## config.mk

```make
export PLATFORM = sky130hd
export DESIGN_NAME = cmd_dma_decoder
export DESIGN_NICKNAME = d
export VERILOG_FILES = /design/src/rtl/cmddec_pkg.sv /design/src/rtl/cmddec_desc_unpack.sv /design/src/rtl/cmddec_beat_seq.sv /design/src/rtl/cmd_dma_decoder.sv
export SDC_FILE = /design/constraint.sdc
export NUM_CORES = 1
export LEC_CHECK = 0
export ABC_AREA = 1
export BUFFER_PORTS_ARGS = -buffer_cell sky130_fd_sc_hd__clkbuf_2
export CAP_MARGIN = 20
export CORE_ASPECT_RATIO = 0.8
export CORE_UTILIZATION = 52
export DETAILED_ROUTE_END_ITERATION = 10
export GPL_TIMING_DRIVEN = 1
export PLACE_DENSITY_LB_ADDON = 0.1
export SYNTH_ARGS = -nofsm -noshare
export SYNTH_HDL_FRONTEND = slang
export SYNTH_HIERARCHICAL = 1
export SYNTH_SLANG_ARGS = --single-unit
```

## constraint.sdc

```tcl
create_clock -name clk -period 1.85 [get_ports clk]
set_input_delay 0.0925 -clock clk [delete_from_list [all_inputs] [get_ports clk]]
set_output_delay 0.0925 -clock clk [all_outputs]
set_load 0.005 [all_outputs]
```

## src/rtl/cmddec_pkg.sv

```systemverilog
package cmddec_pkg;

    typedef enum logic [1:0] {
        CMD_IDLE    = 2'd0,
        CMD_WRITE   = 2'd1,
        CMD_REFRESH = 2'd2,
        CMD_DMA     = 2'd3
    } cmd_code_e;

    typedef enum logic [2:0] {
        ST_IDLE,
        ST_WR_DATA,
        ST_WR_ISSUE,
        ST_REFRESH,
        ST_DMA_DESC,
        ST_DMA_WAIT,
        ST_DMA_BEAT
    } state_e;

endpackage

```

## src/rtl/cmddec_desc_unpack.sv

```systemverilog
module cmddec_desc_unpack #(
    parameter int DEV_W    = 4,
    parameter int DLY_W    = 4,
    parameter int LEN_W    = 8,
    parameter int WAIT_W   = 4,
    parameter int BASE_LAT = 3,
    localparam int DESC_W  = LEN_W + 1 + DLY_W + DEV_W + 4
) (
    input  logic [DESC_W-1:0] word,
    output logic [LEN_W-1:0]  len,
    output logic              is_read,
    output logic [DEV_W-1:0]  dev,
    output logic              nonseq,
    output logic              sub_burst,
    output logic [WAIT_W-1:0] wait_cycles
);
    localparam int READ_BIT = LEN_W;
    localparam int DLY_LSB  = LEN_W + 1;
    localparam int DEV_LSB  = DLY_LSB + DLY_W;
    localparam int HINT_BIT = DEV_LSB + DEV_W;
    localparam int DOWN_BIT = HINT_BIT + 1;
    localparam int MASK_BIT = DOWN_BIT + 1;
    localparam int SUB_BIT  = MASK_BIT + 1;

    logic [DLY_W-1:0] dly;
    logic             hint, down, masked, sub;
    int               sum;

    always_comb begin
        len     = word[LEN_W-1:0];
        is_read = word[READ_BIT];
        dly     = word[DLY_LSB +: DLY_W];
        dev     = word[DEV_LSB +: DEV_W];
        hint    = word[HINT_BIT];
        down    = word[DOWN_BIT];
        masked  = word[MASK_BIT];
        sub     = word[SUB_BIT];

        // masked only counts on writes, subblock only on reads
        sub_burst = sub & is_read;
        nonseq    = hint | down | (masked & ~is_read) | sub_burst;

        sum = BASE_LAT + int'($signed(dly));
        if (sum < 1) begin
            sum = 1;
        end
        wait_cycles = WAIT_W'(sum);
    end

endmodule

```

## src/rtl/cmddec_beat_seq.sv

```systemverilog
module cmddec_beat_seq #(
    parameter int LEN_W     = 8,
    parameter int SHORT_LEN = 2,
    parameter int SHORT_CNT = 2,
    parameter int LONG_LEN  = 4,
    parameter int LONG_CNT  = 4
) (
    input  logic             clk,
    input  logic             rst_n,
    input  logic             load,
    input  logic             sub_in,
    input  logic [LEN_W-1:0] len_in,
    input  logic             advance,
    output logic             is_first,
    output logic             is_final,
    output logic             all_done
);
    localparam int NBURST = SHORT_CNT + LONG_CNT;
    localparam int IDX_W  = (NBURST > 1) ? $clog2(NBURST) : 1;

    logic [LEN_W-1:0] left_q;
    logic [IDX_W-1:0] idx_q;
    logic [IDX_W-1:0] idx_nx;
    logic             sub_q;
    logic             first_q;

    function automatic logic [LEN_W-1:0] burst_top(input logic [IDX_W-1:0] i);
        if (i < IDX_W'(SHORT_CNT)) begin
            return LEN_W'(SHORT_LEN - 1);
        end
        return LEN_W'(LONG_LEN - 1);
    endfunction

    assign idx_nx = idx_q + IDX_W'(1);

    always_ff @(posedge clk or negedge rst_n) begin
        if (!rst_n) begin
            left_q  <= '0;
            idx_q   <= '0;
            sub_q   <= 1'b0;
            first_q <= 1'b0;
        end else if (load) begin
            sub_q   <= sub_in;
            idx_q   <= '0;
            first_q <= 1'b1;
            left_q  <= sub_in ? burst_top('0) : len_in;
        end else if (advance) begin
            if (left_q == '0) begin
                if (!all_done) begin
                    idx_q   <= idx_nx;
                    left_q  <= burst_top(idx_nx);
                    first_q <= 1'b1;
                end
            end else begin
                left_q  <= left_q - LEN_W'(1);
                first_q <= 1'b0;
            end
        end
    end

    always_comb begin
        is_first = first_q;
        is_final = (left_q == '0);
        all_done = is_final && (!sub_q || idx_q == IDX_W'(NBURST - 1));
    end

endmodule

```

## src/rtl/cmd_dma_decoder.sv

```systemverilog
module cmd_dma_decoder
    import cmddec_pkg::*;
#(
    parameter int DATA_W        = 32,
    parameter int DEV_W         = 4,
    parameter int DLY_W         = 4,
    parameter int LEN_W         = 8,
    parameter int BASE_LAT      = 3,
    parameter int SUB_SHORT_LEN = 2,
    parameter int SUB_SHORT_CNT = 2,
    parameter int SUB_LONG_LEN  = 4,
    parameter int SUB_LONG_CNT  = 4
) (
    input  logic              clk,
    input  logic              rst_n,
    input  logic [1:0]        cmd_code,
    input  logic [DATA_W-1:0] cmd_data,
    output logic              ready,
    output logic              wr_en,
    output logic [DATA_W-1:0] wr_addr,
    output logic [DATA_W-1:0] wr_data,
    output logic              ctl_load,
    output logic              xfer_start,
    output logic              xfer_last,
    output logic [DATA_W-1:0] xfer_addr,
    output logic [DEV_W-1:0]  xfer_dev,
    output logic              xfer_read,
    output logic              xfer_nonseq
);
    localparam int DESC_W = LEN_W + 1 + DLY_W + DEV_W + 4;
    localparam int WAIT_W = $clog2(BASE_LAT + (1 << (DLY_W - 1)) + 1);

    state_e            state_q, state_d;
    cmd_code_e         cmd;
    logic [DATA_W-1:0] addr_q, wdata_q;
    logic [DEV_W-1:0]  dev_q;
    logic              read_q, nonseq_q;
    logic [WAIT_W-1:0] wait_q;

    logic [LEN_W-1:0]  u_len;
    logic              u_read, u_nonseq, u_sub;
    logic [DEV_W-1:0]  u_dev;
    logic [WAIT_W-1:0] u_wait;

    logic              seq_load, seq_adv, seq_first, seq_final, seq_done;

    assign cmd = cmd_code_e'(cmd_code);

    cmddec_desc_unpack #(
        .DEV_W    (DEV_W),
        .DLY_W    (DLY_W),
        .LEN_W    (LEN_W),
        .WAIT_W   (WAIT_W),
        .BASE_LAT (BASE_LAT)
    ) unpack_i (
        .word        (cmd_data[DESC_W-1:0]),
        .len         (u_len),
        .is_read     (u_read),
        .dev         (u_dev),
        .nonseq      (u_nonseq),
        .sub_burst   (u_sub),
        .wait_cycles (u_wait)
    );

    cmddec_beat_seq #(
        .LEN_W     (LEN_W),
        .SHORT_LEN (SUB_SHORT_LEN),
        .SHORT_CNT (SUB_SHORT_CNT),
        .LONG_LEN  (SUB_LONG_LEN),
        .LONG_CNT  (SUB_LONG_CNT)
    ) seq_i (
        .clk      (clk),
        .rst_n    (rst_n),
        .load     (seq_load),
        .sub_in   (u_sub),
        .len_in   (u_len),
        .advance  (seq_adv),
        .is_first (seq_first),
        .is_final (seq_final),
        .all_done (seq_done)
    );

    // state register
    always_ff @(posedge clk or negedge rst_n) begin
        if (!rst_n) begin
            state_q <= ST_IDLE;
        end else begin
            state_q <= state_d;
        end
    end

    // next-state logic
    always_comb begin
        state_d = state_q;
        unique case (state_q)
            ST_IDLE: begin
                case (cmd)
                    CMD_WRITE:   state_d = ST_WR_DATA;
                    CMD_REFRESH: state_d = ST_REFRESH;
                    CMD_DMA:     state_d = ST_DMA_DESC;
                    default:     state_d = ST_IDLE;
                endcase
            end
            ST_WR_DATA:  state_d = ST_WR_ISSUE;
            ST_WR_ISSUE: state_d = ST_IDLE;
            ST_REFRESH:  state_d = ST_IDLE;
            ST_DMA_DESC: state_d = (u_wait == WAIT_W'(1)) ? ST_DMA_BEAT : ST_DMA_WAIT;
            ST_DMA_WAIT: state_d = (wait_q == '0) ? ST_DMA_BEAT : ST_DMA_WAIT;
            ST_DMA_BEAT: state_d = seq_done ? ST_IDLE : ST_DMA_BEAT;
            default:     state_d = ST_IDLE;
        endcase
    end

    // outputs decoded from state
    always_comb begin
        ready      = (state_q == ST_IDLE);
        wr_en      = (state_q == ST_WR_ISSUE);
        ctl_load   = (state_q == ST_REFRESH);
        seq_load   = (state_q == ST_DMA_DESC);
        seq_adv    = (state_q == ST_DMA_BEAT);
        xfer_start = (state_q == ST_DMA_BEAT) && seq_first;
        xfer_last  = (state_q == ST_DMA_BEAT) && seq_final;
    end

    // captured command data
    always_ff @(posedge clk or negedge rst_n) begin
        if (!rst_n) begin
            addr_q   <= '0;
            wdata_q  <= '0;
            dev_q    <= '0;
            read_q   <= 1'b0;
            nonseq_q <= 1'b0;
            wait_q   <= '0;
        end else begin
            if (state_q == ST_IDLE && (cmd == CMD_WRITE || cmd == CMD_DMA)) begin
                addr_q <= cmd_data;
            end
            if (state_q == ST_WR_DATA) begin
                wdata_q <= cmd_data;
            end
            if (state_q == ST_DMA_DESC) begin
                dev_q    <= u_dev;
                read_q   <= u_read;
                nonseq_q <= u_nonseq;
                wait_q   <= (u_wait > WAIT_W'(1)) ? u_wait - WAIT_W'(2) : '0;
            end else if (state_q == ST_DMA_WAIT && wait_q != '0) begin
                wait_q <= wait_q - WAIT_W'(1);
            end
        end
    end

    assign wr_addr     = addr_q;
    assign wr_data     = wdata_q;
    assign xfer_addr   = addr_q;
    assign xfer_dev    = dev_q;
    assign xfer_read   = read_q;
    assign xfer_nonseq = nonseq_q;

endmodule

```

==> metrics.txt, run 1 <==
# TYPE chip_impl_metric gauge
chip_impl_info{name="start_kind",value="register"} 1
chip_impl_metric{name="wl",unit="µm"} 10130
chip_impl_metric{name="setup-violations-final",unit=""} 0
chip_impl_metric{name="timing.final.crit_period",unit="ns"} 1.644
chip_impl_metric{name="totalPowerFinal",unit="mW"} 10.17
chip_impl_metric{name="cts.path.max_buffers",unit=""} 2
chip_impl_metric{name="place.port_buffers",unit=""} 142
chip_impl_info{name="worstSetupEndpointType",value="primary output"} 1
chip_impl_metric{name="timing.final.max_slew_violations",unit=""} 0
chip_impl_metric{name="dp_hpwl",unit="µm"} 7308
chip_impl_metric{name="cap_viol_max_count",unit=""} 0
chip_impl_metric{name="grt_pass1_vias",unit=""} 3522
chip_impl_metric{name="tot_gr_track_use",unit=""} 0.2201
chip_impl_metric{name="post_synth_num_cell_types",unit=""} 30
chip_impl_metric{name="gp_weighted_congestion",unit=""} 0.8076
chip_impl_info{name="status",value="finished clean"} 1
chip_impl_metric{name="cellPowerDensity",unit="nW/µm²"} 1746
chip_impl_metric{name="clock_sink_count",unit=""} 90
chip_impl_metric{name="firstDrtPassIters",unit=""} 4
chip_impl_info{name="hold_class",value="input port to register"} 1
chip_impl_metric{name="start_util",unit=""} 0.5336
chip_impl_metric{name="syn_area",unit="µm²"} 4822
chip_impl_metric{name="ys_seq_elements",unit=""} 90
chip_impl_metric{name="fp.dieArea",unit="µm²"} 9665
chip_impl_metric{name="synth_to_final_area_change",unit="%"} 20.86
chip_impl_metric{name="synthMuxAreaShare",unit=""} 0
chip_impl_metric{name="drt_iter0_drc",unit=""} 143
chip_impl_metric{name="cts-buffers-inserted",unit=""} 9
chip_impl_metric{name="clk-insertion-delay-late",unit="ns"} 0.34
chip_impl_metric{name="clock.fmax",unit="GHz"} 0.6083
chip_impl_metric{name="p_int",unit="mW"} 6.265
chip_impl_metric{name="leakage",unit="nW"} 3.325
chip_impl_metric{name="fin_setup_tns",unit="ns"} 0
chip_impl_metric{name="clock_slew_seen_by_the_registers_of_the_worst_setup_and_hold_paths",unit="ns"} 0.06
chip_impl_metric{name="setup_slack",unit="ns"} 0.2061
chip_impl_metric{name="htree_levels",unit=""} 3
chip_impl_metric{name="switching_share",unit=""} 0.3842
chip_impl_info{name="netlist.top_cell.by_area",value="sky130_fd_sc_hd__dfrtp_1"} 1
chip_impl_metric{name="required_time_of_the_critical_path",unit="ns"} 1.76
chip_impl_metric{name="share_of_total_power_in_the_clock_network",unit=""} 0.221
chip_impl_metric{name="die_y",unit="µm"} 88.13
chip_impl_metric{name="worst_vdd_rail_ir_drop",unit="mV"} 0.9376
chip_impl_metric{name="synth_net_count",unit=""} 619
chip_impl_metric{name="placeableCoreArea",unit="µm²"} 9037
chip_impl_metric{name="max_slew.worst_pin.slew",unit="ns"} 0.5383
chip_impl_metric{name="synthCells",unit=""} 572
chip_impl_metric{name="final.setup_skew",unit="ns"} 0.006216
chip_impl_metric{name="rows",unit=""} 31
chip_impl_metric{name="avgSynthCellArea",unit="µm²"} 8.430
chip_impl_metric{name="share_of_the_synthesized_area_in_the_top_cell_type",unit=""} 0.4670
chip_impl_metric{name="die_w",unit="µm"} 109.7
chip_impl_metric{name="cts_setup_buffers",unit=""} 0
chip_impl_metric{name="sequential_cell_area",unit="µm²"} 2252
chip_impl_metric{name="drc",unit=""} 0
chip_impl_info{name="synth_area_leaders",value="sky130_fd_sc_hd__dfrtp_1 (47%), sky130_fd_sc_hd__nand2_1 (14%), sky130_fd_sc_hd__buf_4 (7.6%), sky130_fd_sc_hd__inv_1 (5.9%), sky130_fd_sc_hd__o21ai_2 (5.8%)"} 1
chip_impl_metric{name="post_synth_and_or_nand_nor_area_fraction",unit=""} 0.2283
chip_impl_metric{name="yosys.area_share.adder",unit=""} 0.02854
chip_impl_metric{name="power.sequential.fraction",unit=""} 0.355
chip_impl_metric{name="combPwrFrac",unit=""} 0.423
chip_impl_metric{name="dp_slack",unit="ns"} 0.1558
chip_impl_metric{name="design.portCount",unit=""} 143
chip_impl_metric{name="fin_crit_sh",unit=""} 0.8886
chip_impl_metric{name="yosys_warnings",unit=""} 6
chip_impl_metric{name="multi_input_comb_area",unit="µm²"} 1798
chip_impl_metric{name="vias",unit=""} 3802
chip_impl_info{name="rsz_0062_raised_after_global_routing",value="false"} 1
chip_impl_metric{name="grt_first_pass_wirelength",unit="µm"} 16080
chip_impl_metric{name="num_antenna_cells",unit=""} 0
chip_impl_metric{name="largest_net_degree_at_the_start_of_global_routing",unit=""} 42
chip_impl_metric{name="post_drt_wl_per_cell",unit="µm"} 12.51
chip_impl_info{name="tritoncts",value="done"} 1
chip_impl_metric{name="fillerInstances",unit=""} 789
chip_impl_metric{name="synth_xor_xnor_area_share",unit=""} 0.005449
chip_impl_metric{name="layout.nets",unit=""} 737
chip_impl_metric{name="synth_seq_area_share",unit=""} 0.4670
chip_impl_metric{name="synth_compound_gate_area_share",unit=""} 0.1095
chip_impl_metric{name="timing.critical_path.arrival",unit="ns"} 1.55
chip_impl_metric{name="antenna_left",unit=""} 0
chip_impl_metric{name="crit_fanout",unit=""} 5
chip_impl_metric{name="worst_slew_margin_rel",unit=""} 0.6411
chip_impl_info{name="critPathKind",value="register to primary output"} 1
chip_impl_metric{name="final_hold_viol_count",unit=""} 0
chip_impl_metric{name="drive_gt1_frac",unit=""} 0.3266
chip_impl_info{name="clk_root_buffer_cell",value="sky130_fd_sc_hd__clkbuf_16"} 1
chip_impl_metric{name="grt_antenna_before_repair",unit=""} 0
chip_impl_metric{name="net-switching-power",unit="mW"} 3.909
chip_impl_metric{name="vias_per_cell",unit=""} 4.694
chip_impl_metric{name="globalRouteOverflowTotal",unit=""} 0
chip_impl_info{name="synth_top_family_by_area",value="simple AND/OR/NAND/NOR gates"} 1
-- Yosys cell counts --
| cell type | instances |
|---|---|
| sky130_fd_sc_hd__nand2_2 | 6 |
| sky130_fd_sc_hd__nand3_2 | 3 |
| sky130_fd_sc_hd__xor2_1 | 2 |
| sky130_fd_sc_hd__buf_6 | 10 |
| sky130_fd_sc_hd__o21bai_1 | 1 |
| sky130_fd_sc_hd__inv_1 | 76 |
| sky130_fd_sc_hd__o21ai_4 | 1 |
| sky130_fd_sc_hd__o21ai_1 | 2 |
| sky130_fd_sc_hd__nor2_2 | 4 |
| sky130_fd_sc_hd__ha_1 | 11 |
| sky130_fd_sc_hd__o21ai_0 | 36 |
| sky130_fd_sc_hd__nand2_4 | 6 |
| sky130_fd_sc_hd__nor2_4 | 2 |
| sky130_fd_sc_hd__nand2_1 | 185 |
| sky130_fd_sc_hd__o21ai_2 | 32 |
| sky130_fd_sc_hd__buf_4 | 49 |
| sky130_fd_sc_hd__nor3_1 | 4 |
| sky130_fd_sc_hd__o211ai_1 | 2 |
| sky130_fd_sc_hd__nor2_8 | 1 |
| sky130_fd_sc_hd__inv_2 | 2 |
| sky130_fd_sc_hd__nand3_1 | 12 |
| sky130_fd_sc_hd__nor2_1 | 26 |
| sky130_fd_sc_hd__dfrtp_1 | 90 |
| sky130_fd_sc_hd__clkbuf_1 | 1 |
| sky130_fd_sc_hd__or2_2 | 1 |
| sky130_fd_sc_hd__nand3b_1 | 1 |
| sky130_fd_sc_hd__xnor2_1 | 1 |
| sky130_fd_sc_hd__a21oi_2 | 1 |
| sky130_fd_sc_hd__nand4_1 | 2 |
| sky130_fd_sc_hd__a21oi_1 | 2 |
-- layout by cell type, fill, tap and decap left out, types with 4 or more instances in the layout --
cell type and n:
sky130_fd_sc_hd__nand3_1 11, sky130_fd_sc_hd__dfrtp_1 90, sky130_fd_sc_hd__inv_1 76, sky130_fd_sc_hd__o21ai_0 36, sky130_fd_sc_hd__nor2_1 26, sky130_fd_sc_hd__clkbuf_16 9, sky130_fd_sc_hd__ha_1 11, sky130_fd_sc_hd__nor2_2 4
sky130_fd_sc_hd__dlygate4sd3_1 16, sky130_fd_sc_hd__nand2_4 6, sky130_fd_sc_hd__bufinv_16 4, sky130_fd_sc_hd__buf_4 8, sky130_fd_sc_hd__nand2_1 185, sky130_fd_sc_hd__o21ai_2 32, sky130_fd_sc_hd__nand3_2 4, sky130_fd_sc_hd__nor3_1 4
sky130_fd_sc_hd__nand2_2 6, sky130_fd_sc_hd__clkbuf_2 141
-- power groups by stage --
stage	clock network, mW	logic, mW	registers, mW
after floorplan	0	3.12	3.60
after global placement	0	4.23	3.60
after detailed placement	0	4.32	3.64
after CTS	2.31	4.37	3.62
after global routing	2.36	4.94	3.74
final	2.25	4.31	3.62
-- cell families (layout without fill, tap and decap cells) --
logic type | Yosys count | count (layout)
adder cells (fa/ha/maj) | 11 | 11
AO/OA/AOI/OAI | 77 | 77
buffers and inverters | 138 | 261
XOR/XNOR | 3 | 3
AND/OR/NAND/NOR | 253 | 253
flip-flops | 90 | 90
-- metrics by stage --
step / hold slack (ns) / utilization / cell area (µm²) / cells
6_report: 0.01280 / 0.6449 / 5828 / 810
5_1_grt: 0.01234 / 0.6449 / 5828 / 810
4_1_cts: 0.001594 / 0.6449 / 5828 / 810
3_5_place_dp: 0.1181 / 0.5856 / 5293 / 778
3_3_place_gp: 0.1081 / 0.5856 / 5293 / 778
2_1_floorplan: -0.2031 / - / 4822 / 572
-- per-layer routing --
metal | part of all wire | up-vias | routed length [µm] | GRT usage
met2 | 0.49 | 103 | 4963 | 0.3894
met3 | 0.048 | 13 | 488 | 0.05283
li1 | - | 1947 | - | -
met1 | 0.45 | 1739 | 4540 | 0.2597
met4 | 0.014 | 0 | 138 | 0.08485
met5 | 0 | - | 0 | 0
-- what timing repair did --
action / CTS / global route
hold buffers: 16 / 0
endpoints found under the hold margin: 54 / 0
endpoints found under the setup margin: 0 / 0
resized for setup: 0 / 0
-- flip-flops by register name, indices dropped and copies added (netlist names) --
register	flops
seq_i/sub_q	1
state_q	3
wr_data	32
wr_addr	32
seq_i/is_first	1
wait_q	4
seq_i/idx_q	3
xfer_read	1
seq_i/left_q	8
xfer_nonseq	1
xfer_dev	4
-- cell type report --
type	instances	share of cell area
Sequential cell	90	0.3864
Timing Repair Buffer	167	0.1657
Clock inverter	6	0.02340
Multi-Input combinational cell	344	0.3085
Clock buffer	10	0.04100
Tap cell	115	0.02469
Inverter	78	0.05024
-- worst max-delay path: stages (launching register included) --
cell and delay, ns:
sky130_fd_sc_hd__dfrtp_1 0.40, sky130_fd_sc_hd__inv_1 0.11, sky130_fd_sc_hd__ha_1 0.17, sky130_fd_sc_hd__nand2_2 0.10, sky130_fd_sc_hd__nor2_8 0.17, sky130_fd_sc_hd__inv_1 0.05, sky130_fd_sc_hd__nor2_1 0.10, sky130_fd_sc_hd__clkbuf_2 0.12
-- worst paths after layout --
path,from,end,slack (ns),cells past startpoint
setup / recovery,seq_i/left_q[0],xfer_last,0.21,7
hold / removal,cmd_data[20],wr_addr[20],0.01,3
setup reg to reg,state_q[0],seq_i/idx_q[2],0.24,9
hold reg to reg,xfer_read,xfer_read,0.48,2
max in group asynchronous,rst_n,wr_addr[18],0.97,3
min in group asynchronous,rst_n,wr_data[1],0.27,2
(Power assumes the default switching activity.)
==> run 2, diff against run 1 <==
--- a/config.mk
+++ b/config.mk
@@ -8,7 +8,7 @@
 export ABC_AREA = 1
 export BUFFER_PORTS_ARGS = -buffer_cell sky130_fd_sc_hd__clkbuf_2
 export CAP_MARGIN = 20
-export CORE_ASPECT_RATIO = 0.8
+export CORE_ASPECT_RATIO = 0.6
 export CORE_UTILIZATION = 52
 export DETAILED_ROUTE_END_ITERATION = 10
 export GPL_TIMING_DRIVEN = 1
==> run 2 against run 1 <==
Against the previous run: clock skew shrank 0.0024 ns; hold slack lost 0.0064 ns; die area grew 0.10%; count of clock-buffer cells in the layout shrank 1; setup slack lost 0.084 ns; via count grew 3.1%; clock power shrank 18%; non-clock buffer count is the same; wire length grew 5.8%; total power shrank 2.8%; register-to-register slack lost 0.12 ns; critical endpoint is now seq_i/left_q[5]; largest cell class unchanged.
==> metrics.txt, run 2 (same netlist as run 1, synthesis figures left out) <==
# TYPE chip_impl_metric gauge
chip_impl_metric{name="placeableCoreArea",unit="µm²"} 8751
chip_impl_metric{name="fillerInstances",unit=""} 743
chip_impl_metric{name="globalRouteOverflowTotal",unit=""} 0
chip_impl_metric{name="die_y",unit="µm"} 76.59
chip_impl_metric{name="wl",unit="µm"} 10710
chip_impl_metric{name="max_slew.worst_pin.slew",unit="ns"} 0.7435
chip_impl_metric{name="fin_setup_tns",unit="ns"} 0
chip_impl_metric{name="htree_levels",unit=""} 3
chip_impl_metric{name="dp_hpwl",unit="µm"} 7688
chip_impl_metric{name="cellPowerDensity",unit="nW/µm²"} 1719
chip_impl_metric{name="worst_vdd_rail_ir_drop",unit="mV"} 0.7663
chip_impl_info{name="highest_layer",value="met4"} 1
chip_impl_metric{name="setup-violations-final",unit=""} 0
chip_impl_metric{name="fp.dieArea",unit="µm²"} 9675
chip_impl_metric{name="final.setup_skew",unit="ns"} 0.003808
chip_impl_metric{name="worst_slew_margin_rel",unit=""} 0.5024
chip_impl_metric{name="m1WireLength",unit="µm"} 5021
chip_impl_info{name="hold_class",value="input port to register"} 1
chip_impl_info{name="rr_endpoint",value="seq_i/left_q[5]"} 1
chip_impl_info{name="layout.cells.most_common",value="sky130_fd_sc_hd__nand2_1"} 1
chip_impl_info{name="start_kind",value="register"} 1
chip_impl_info{name="tritoncts",value="done"} 1
chip_impl_metric{name="drive_gt1_frac",unit=""} 0.3338
chip_impl_metric{name="die_w",unit="µm"} 126.3
chip_impl_info{name="regToRegStartpoint",value="state_q[0]"} 1
chip_impl_metric{name="drt_iter0_drc",unit=""} 328
chip_impl_info{name="rsz_0062_raised_after_global_routing",value="true"} 1
chip_impl_metric{name="grt_pass1_vias",unit=""} 3866
chip_impl_metric{name="fin_area",unit="µm²"} 5751
chip_impl_info{name="most_used_cells_in_the_layout_excluding_fill_and_tap_cells",value="sky130_fd_sc_hd__nand2_1 (185), sky130_fd_sc_hd__clkbuf_2 (141), sky130_fd_sc_hd__dfrtp_1 (89), sky130_fd_sc_hd__inv_1 (75), sky130_fd_sc_hd__o21ai_0 (36)"} 1
chip_impl_info{name="critPathCapture",value="seq_i/left_q[5]"} 1
chip_impl_info{name="clk_root_buffer_cell",value="sky130_fd_sc_hd__clkbuf_16"} 1
chip_impl_metric{name="required_time_of_the_critical_path",unit="ns"} 2.13
chip_impl_metric{name="cts-buffers-inserted",unit=""} 9
chip_impl_metric{name="dp_slack",unit="ns"} 0.09407
chip_impl_metric{name="rows",unit=""} 26
chip_impl_metric{name="fin_crit_sh",unit=""} 0.9341
chip_impl_metric{name="setup_slack",unit="ns"} 0.1220
chip_impl_metric{name="synth_to_final_area_change",unit="%"} 19.25
chip_impl_metric{name="largest_net_degree_at_the_start_of_global_routing",unit=""} 62
chip_impl_info{name="critPathKind",value="register to register"} 1
chip_impl_metric{name="vias_per_cell",unit=""} 4.859
chip_impl_metric{name="leakage",unit="nW"} 3.286
chip_impl_metric{name="num_antenna_cells",unit=""} 0
chip_impl_metric{name="timing.final.crit_period",unit="ns"} 1.728
chip_impl_metric{name="timing.critical_path.arrival",unit="ns"} 2.00
chip_impl_metric{name="antenna_left",unit=""} 0
chip_impl_metric{name="placedInstanceArea",unit="µm²"} 5304
chip_impl_metric{name="grt_first_pass_wirelength",unit="µm"} 18330
chip_impl_metric{name="firstDrtPassIters",unit=""} 5
chip_impl_metric{name="worst_r2r_path_depth",unit=""} 9
chip_impl_metric{name="cap_viol_max_count",unit=""} 0
chip_impl_metric{name="vias",unit=""} 3921
chip_impl_metric{name="tot_gr_track_use",unit=""} 0.2409
chip_impl_metric{name="clock_slew_seen_by_the_registers_of_the_worst_setup_and_hold_paths",unit="ns"} 0.07
chip_impl_metric{name="final_hold_viol_count",unit=""} 0
chip_impl_metric{name="post_drt_wl_per_cell",unit="µm"} 13.28
chip_impl_metric{name="clk-insertion-delay-late",unit="ns"} 0.34
chip_impl_metric{name="crit_fanout",unit=""} 8
chip_impl_info{name="critical_path.startpoint",value="state_q[0]"} 1
chip_impl_metric{name="grt_antenna_before_repair",unit=""} 0
chip_impl_info{name="status",value="finished clean"} 1
chip_impl_metric{name="met2WireLength",unit="µm"} 4972
chip_impl_metric{name="place.port_buffers",unit=""} 142
chip_impl_metric{name="drc",unit=""} 0
chip_impl_metric{name="timing.final.max_slew_violations",unit=""} 0
chip_impl_metric{name="wl_met3",unit="µm"} 660
chip_impl_metric{name="reg2reg_setup_slack",unit="ns"} 0.12
chip_impl_metric{name="cts.path.max_buffers",unit=""} 2
chip_impl_metric{name="design.portCount",unit=""} 143
chip_impl_metric{name="clock.fmax",unit="GHz"} 0.5787
chip_impl_metric{name="gp_weighted_congestion",unit=""} 0.7941
chip_impl_metric{name="start_util",unit=""} 0.5510
chip_impl_metric{name="layout.nets",unit=""} 737
chip_impl_info{name="worstSetupEndpointType",value="register"} 1
chip_impl_metric{name="clock_sink_count",unit=""} 90
run 2: stage by stage:
stage	util	power, mW	hold slack [ns]	std cells
after floorplan	-	6.720	-0.2031	572
after global placement	0.6061	7.867	0.1376	777
after detailed placement	0.6061	8.013	0.1389	777
after CTS	0.6554	9.937	0.0005644	806
after global routing	0.6571	10.78	0.01132	807
final	0.6571	9.888	0.006385	807
run 2: worst min path at each step:
stage,from,endpoint,slack (ns),cells past startpoint
floorplan,rst_n,seq_i/idx_q[0],-0.20,0
global placement,rst_n,wr_addr[5],0.14,1
CTS,cmd_data[19],wr_addr[19],0.0006,3
global route,cmd_data[29],wr_addr[29],0.01,3
detailed placement,rst_n,wr_addr[5],0.14,1
finish,cmd_data[26],wr_addr[26],0.006,3
run 2: power breakdown:
group | internal, mW | switching, mW | total [mW]
combinational | 1.88 | 2.53 | 4.41
clock | 1.06 | 0.790 | 1.85
sequential | 2.92 | 0.708 | 3.63
run 2: final cells by class:
type                            instances  area (µm²)  area share
Timing Repair Buffer                  167       958.4      0.1667
Inverter                               78       299.0     0.05200
Clock buffer                            9       225.2     0.03916
Sequential cell                        90        2253      0.3919
Clock inverter                          7       76.32     0.01327
Multi-Input combinational cell        344        1798      0.3127
Tap cell                              112       140.1     0.02437
run 2: repair_timing:
action | 4_1_cts | 5_1_grt
hold buffers | 13 | 0
buffers inserted | 0 | 1
endpoints found under the setup margin | 0 | 1
hold endpoints to repair | 54 | 0
resized for setup | 0 | 3
run 2: critical path, cell delays in order (launching register included):
cell and delay (ns):
sky130_fd_sc_hd__dfrtp_2 0.45, sky130_fd_sc_hd__nor2_2 0.15, sky130_fd_sc_hd__nand2_1 0.12, sky130_fd_sc_hd__inv_4 0.13
sky130_fd_sc_hd__clkinvlp_4 0.20, sky130_fd_sc_hd__nor2_4 0.27, sky130_fd_sc_hd__nand2_1 0.09, sky130_fd_sc_hd__nand2_1 0.09
sky130_fd_sc_hd__nand2_1 0.07, sky130_fd_sc_hd__nand2_1 0.08
run 2: layer usage:
layer / GRT usage / up-vias
li1: - / 1954
met1: 0.3166 / 1819
met2: 0.3972 / 139
met3: 0.06531 / 9
met4: 0.05542 / 0
met5: 0 / -
==> run 3, diff against run 2 <==
--- a/config.mk
+++ b/config.mk
@@ -12,6 +12,7 @@
 export CORE_UTILIZATION = 52
 export DETAILED_ROUTE_END_ITERATION = 10
 export GPL_TIMING_DRIVEN = 1
+export MAX_ROUTING_LAYER = met4
 export PLACE_DENSITY_LB_ADDON = 0.1
 export SYNTH_ARGS = -nofsm -noshare
 export SYNTH_HDL_FRONTEND = slang
==> run 3 against run 2 <==
Against the previous run: via count is 1.3% lower; hold slack got worse by 0.0044 ns; sequential power about the same; final cell count is the same; clock power is essentially flat; sequential cell count unchanged; largest cell class unchanged; total power barely moved; register-to-register slack better by 0.02 ns; count of clock-buffer cells in the layout unchanged.
==> metrics.txt, run 3 (same netlist as run 1, synthesis figures left out) <==
# TYPE chip_impl_metric gauge
chip_impl_metric{name="clock_sink_count",unit=""} 90
chip_impl_metric{name="dp_hpwl",unit="µm"} 7688
chip_impl_metric{name="crit_fanout",unit=""} 8
chip_impl_metric{name="fin_crit_sh",unit=""} 0.9240
chip_impl_info{name="worstSetupEndpointType",value="register"} 1
chip_impl_metric{name="cellPowerDensity",unit="nW/µm²"} 1721
chip_impl_metric{name="cap_viol_max_count",unit=""} 0
chip_impl_metric{name="leakage",unit="nW"} 3.286
chip_impl_metric{name="worst_vdd_rail_ir_drop",unit="mV"} 0.7662
chip_impl_metric{name="globalRouteOverflowTotal",unit=""} 0
chip_impl_info{name="most_used_cells_in_the_layout_excluding_fill_and_tap_cells",value="sky130_fd_sc_hd__nand2_1 (185), sky130_fd_sc_hd__clkbuf_2 (141), sky130_fd_sc_hd__dfrtp_1 (89), sky130_fd_sc_hd__inv_1 (75), sky130_fd_sc_hd__o21ai_0 (36)"} 1
chip_impl_metric{name="num_antenna_cells",unit=""} 0
chip_impl_info{name="hold_class",value="input port to register"} 1
chip_impl_metric{name="placeableCoreArea",unit="µm²"} 8751
chip_impl_metric{name="layout.nets",unit=""} 737
chip_impl_metric{name="start_util",unit=""} 0.5510
chip_impl_metric{name="post_layout_instance_count_excluding_filler_cells",unit=""} 807
chip_impl_metric{name="largest_net_degree_at_the_start_of_global_routing",unit=""} 62
chip_impl_info{name="status",value="finished clean"} 1
chip_impl_metric{name="synth_to_final_area_change",unit="%"} 19.25
chip_impl_metric{name="antenna_left",unit=""} 0
chip_impl_metric{name="grt_pass1_vias",unit=""} 3863
chip_impl_info{name="clk_root_buffer_cell",value="sky130_fd_sc_hd__clkbuf_16"} 1
chip_impl_metric{name="clk-insertion-delay-late",unit="ns"} 0.34
chip_impl_metric{name="gp_weighted_congestion",unit=""} 0.8054
chip_impl_metric{name="grt_antenna_before_repair",unit=""} 0
chip_impl_metric{name="rows",unit=""} 26
chip_impl_metric{name="cts-buffers-inserted",unit=""} 9
chip_impl_info{name="timing.critical_path.mode_cell",value="sky130_fd_sc_hd__nand2_1"} 1
chip_impl_metric{name="fp.dieArea",unit="µm²"} 9675
chip_impl_metric{name="final_hold_viol_count",unit=""} 0
chip_impl_metric{name="timing.final.crit_period",unit="ns"} 1.709
chip_impl_metric{name="clock.fmax",unit="GHz"} 0.5850
chip_impl_info{name="critical_path.startpoint",value="state_q[0]"} 1
chip_impl_metric{name="timing.critical_path.arrival",unit="ns"} 1.99
chip_impl_info{name="crit_slowest_cell",value="sky130_fd_sc_hd__dfrtp_2"} 1
chip_impl_metric{name="final.setup_skew",unit="ns"} 0.004193
chip_impl_metric{name="drive_gt1_frac",unit=""} 0.3338
chip_impl_metric{name="design.portCount",unit=""} 143
chip_impl_info{name="critPathCapture",value="seq_i/left_q[5]"} 1
chip_impl_metric{name="clock_slew_seen_by_the_registers_of_the_worst_setup_and_hold_paths",unit="ns"} 0.07
chip_impl_metric{name="wl",unit="µm"} 10680
chip_impl_metric{name="critical-path-max-stage-delay",unit="ns"} 0.45
chip_impl_metric{name="placedInstanceArea",unit="µm²"} 5304
chip_impl_metric{name="firstDrtPassIters",unit=""} 4
chip_impl_metric{name="die_w",unit="µm"} 126.3
chip_impl_info{name="rsz_0062_raised_after_global_routing",value="true"} 1
chip_impl_metric{name="grt_first_pass_wirelength",unit="µm"} 18310
chip_impl_metric{name="vias",unit=""} 3869
chip_impl_metric{name="placed_cells",unit=""} 777
chip_impl_metric{name="post_drt_wl_per_cell",unit="µm"} 13.24
chip_impl_metric{name="die_y",unit="µm"} 76.59
chip_impl_metric{name="fillerInstances",unit=""} 743
chip_impl_metric{name="reg2reg_setup_slack",unit="ns"} 0.14
chip_impl_metric{name="drc",unit=""} 0
chip_impl_metric{name="tot_gr_track_use",unit=""} 0.2481
chip_impl_metric{name="required_time_of_the_critical_path",unit="ns"} 2.13
chip_impl_metric{name="worst_r2r_path_depth",unit=""} 9
chip_impl_metric{name="drt_iter0_drc",unit=""} 310
chip_impl_metric{name="htree_levels",unit=""} 3
chip_impl_metric{name="setup-violations-final",unit=""} 0
chip_impl_metric{name="place.port_buffers",unit=""} 142
chip_impl_metric{name="cts.path.max_buffers",unit=""} 2
chip_impl_metric{name="max_slew.worst_pin.slew",unit="ns"} 0.7411
chip_impl_info{name="start_kind",value="register"} 1
chip_impl_info{name="tritoncts",value="done"} 1
chip_impl_metric{name="timing.final.max_slew_violations",unit=""} 0
chip_impl_info{name="regToRegStartpoint",value="state_q[0]"} 1
chip_impl_info{name="timing.critical_path.cells",value="nor2_2 -> nand2_1 -> inv_4 -> clkinvlp_4 -> nor2_4 -> nand2_1 -> nand2_1 -> nand2_1 -> nand2_1"} 1
chip_impl_metric{name="worst_slew_margin_rel",unit=""} 0.5040
chip_impl_metric{name="vias_per_cell",unit=""} 4.794
chip_impl_metric{name="fin_area",unit="µm²"} 5751
chip_impl_info{name="rr_endpoint",value="seq_i/left_q[5]"} 1
chip_impl_info{name="layout.cells.most_common",value="sky130_fd_sc_hd__nand2_1"} 1
chip_impl_info{name="critPathKind",value="register to register"} 1
chip_impl_metric{name="timing.hold.ws",unit="ns"} 0.001986
run 3: cell counts in the layout (fill, tap and decap cells not counted):
No cell type changed its count.
run 3: worst min-delay path by stage:
stage	start	to	slack, ns	cells after the start
finish	cmd_data[26]	wr_addr[26]	0.002	3
global route	cmd_data[29]	wr_addr[29]	0.01	3
CTS	cmd_data[19]	wr_addr[19]	0.0006	3
detailed placement	rst_n	wr_addr[5]	0.14	1
global placement	rst_n	wr_addr[5]	0.14	1
floorplan	rst_n	seq_i/idx_q[0]	-0.20	0
run 3: where the power goes:
| group | leakage (nW) | total (mW) | internal (mW) | switching, mW |
|---|---|---|---|---|
| clock network | 0.142 | 1.86 | 1.06 | 0.803 |
| registers | 1.11 | 3.63 | 2.92 | 0.706 |
| logic | 2.03 | 4.41 | 1.88 | 2.53 |
run 3: cell type report:
cell class	instances	area, µm²	share of cell area
timing repair buffer	167	958.4	0.1667
clock buffer	9	225.2	0.03916
clock inverter	7	76.32	0.01327
inverter	78	299.0	0.05200
tap	112	140.1	0.02437
sequential	90	2253	0.3919
multi-input combinational	344	1798	0.3127
run 3: worst max-delay path: cells and delay by family, from the launching register on:
family,cells,cell delay (ns)
DFF,1,0.45
buffers and inverters,2,0.33
and+or+nand+nor,7,0.86
run 3: what timing repair did:
action | 4_1_cts | 5_1_grt
setup buffers | 0 | 1
hold buffers | 13 | 0
endpoints found under the setup margin | 0 | 1
gates resized for setup | 0 | 3
hold endpoints to repair | 54 | 0
run 3: through the flow:
| stage | total power [mW] | worst slack [ns] | setup TNS [ns] | util |
|---|---|---|---|---|
| final | 9.894 | 0.1406 | 0 | 0.6571 |
| after global routing | 10.78 | -0.001058 | -0.001058 | 0.6571 |
| after CTS | 9.937 | 0.1519 | 0 | 0.6554 |
| after detailed placement | 8.013 | 0.09407 | 0 | 0.6061 |
| after global placement | 7.867 | 0.2031 | 0 | 0.6061 |
| after floorplan | 6.720 | 0.3297 | 0 | - |
run 3: per-layer routing:
layer | up-vias | track usage | wire (µm)
met5 | - | - | 0
met4 | 0 | 0.06265 | 79
met3 | 8 | 0.05969 | 555
met2 | 117 | 0.3978 | 4938
met1 | 1795 | 0.3171 | 5110
li1 | 1949 | - | -
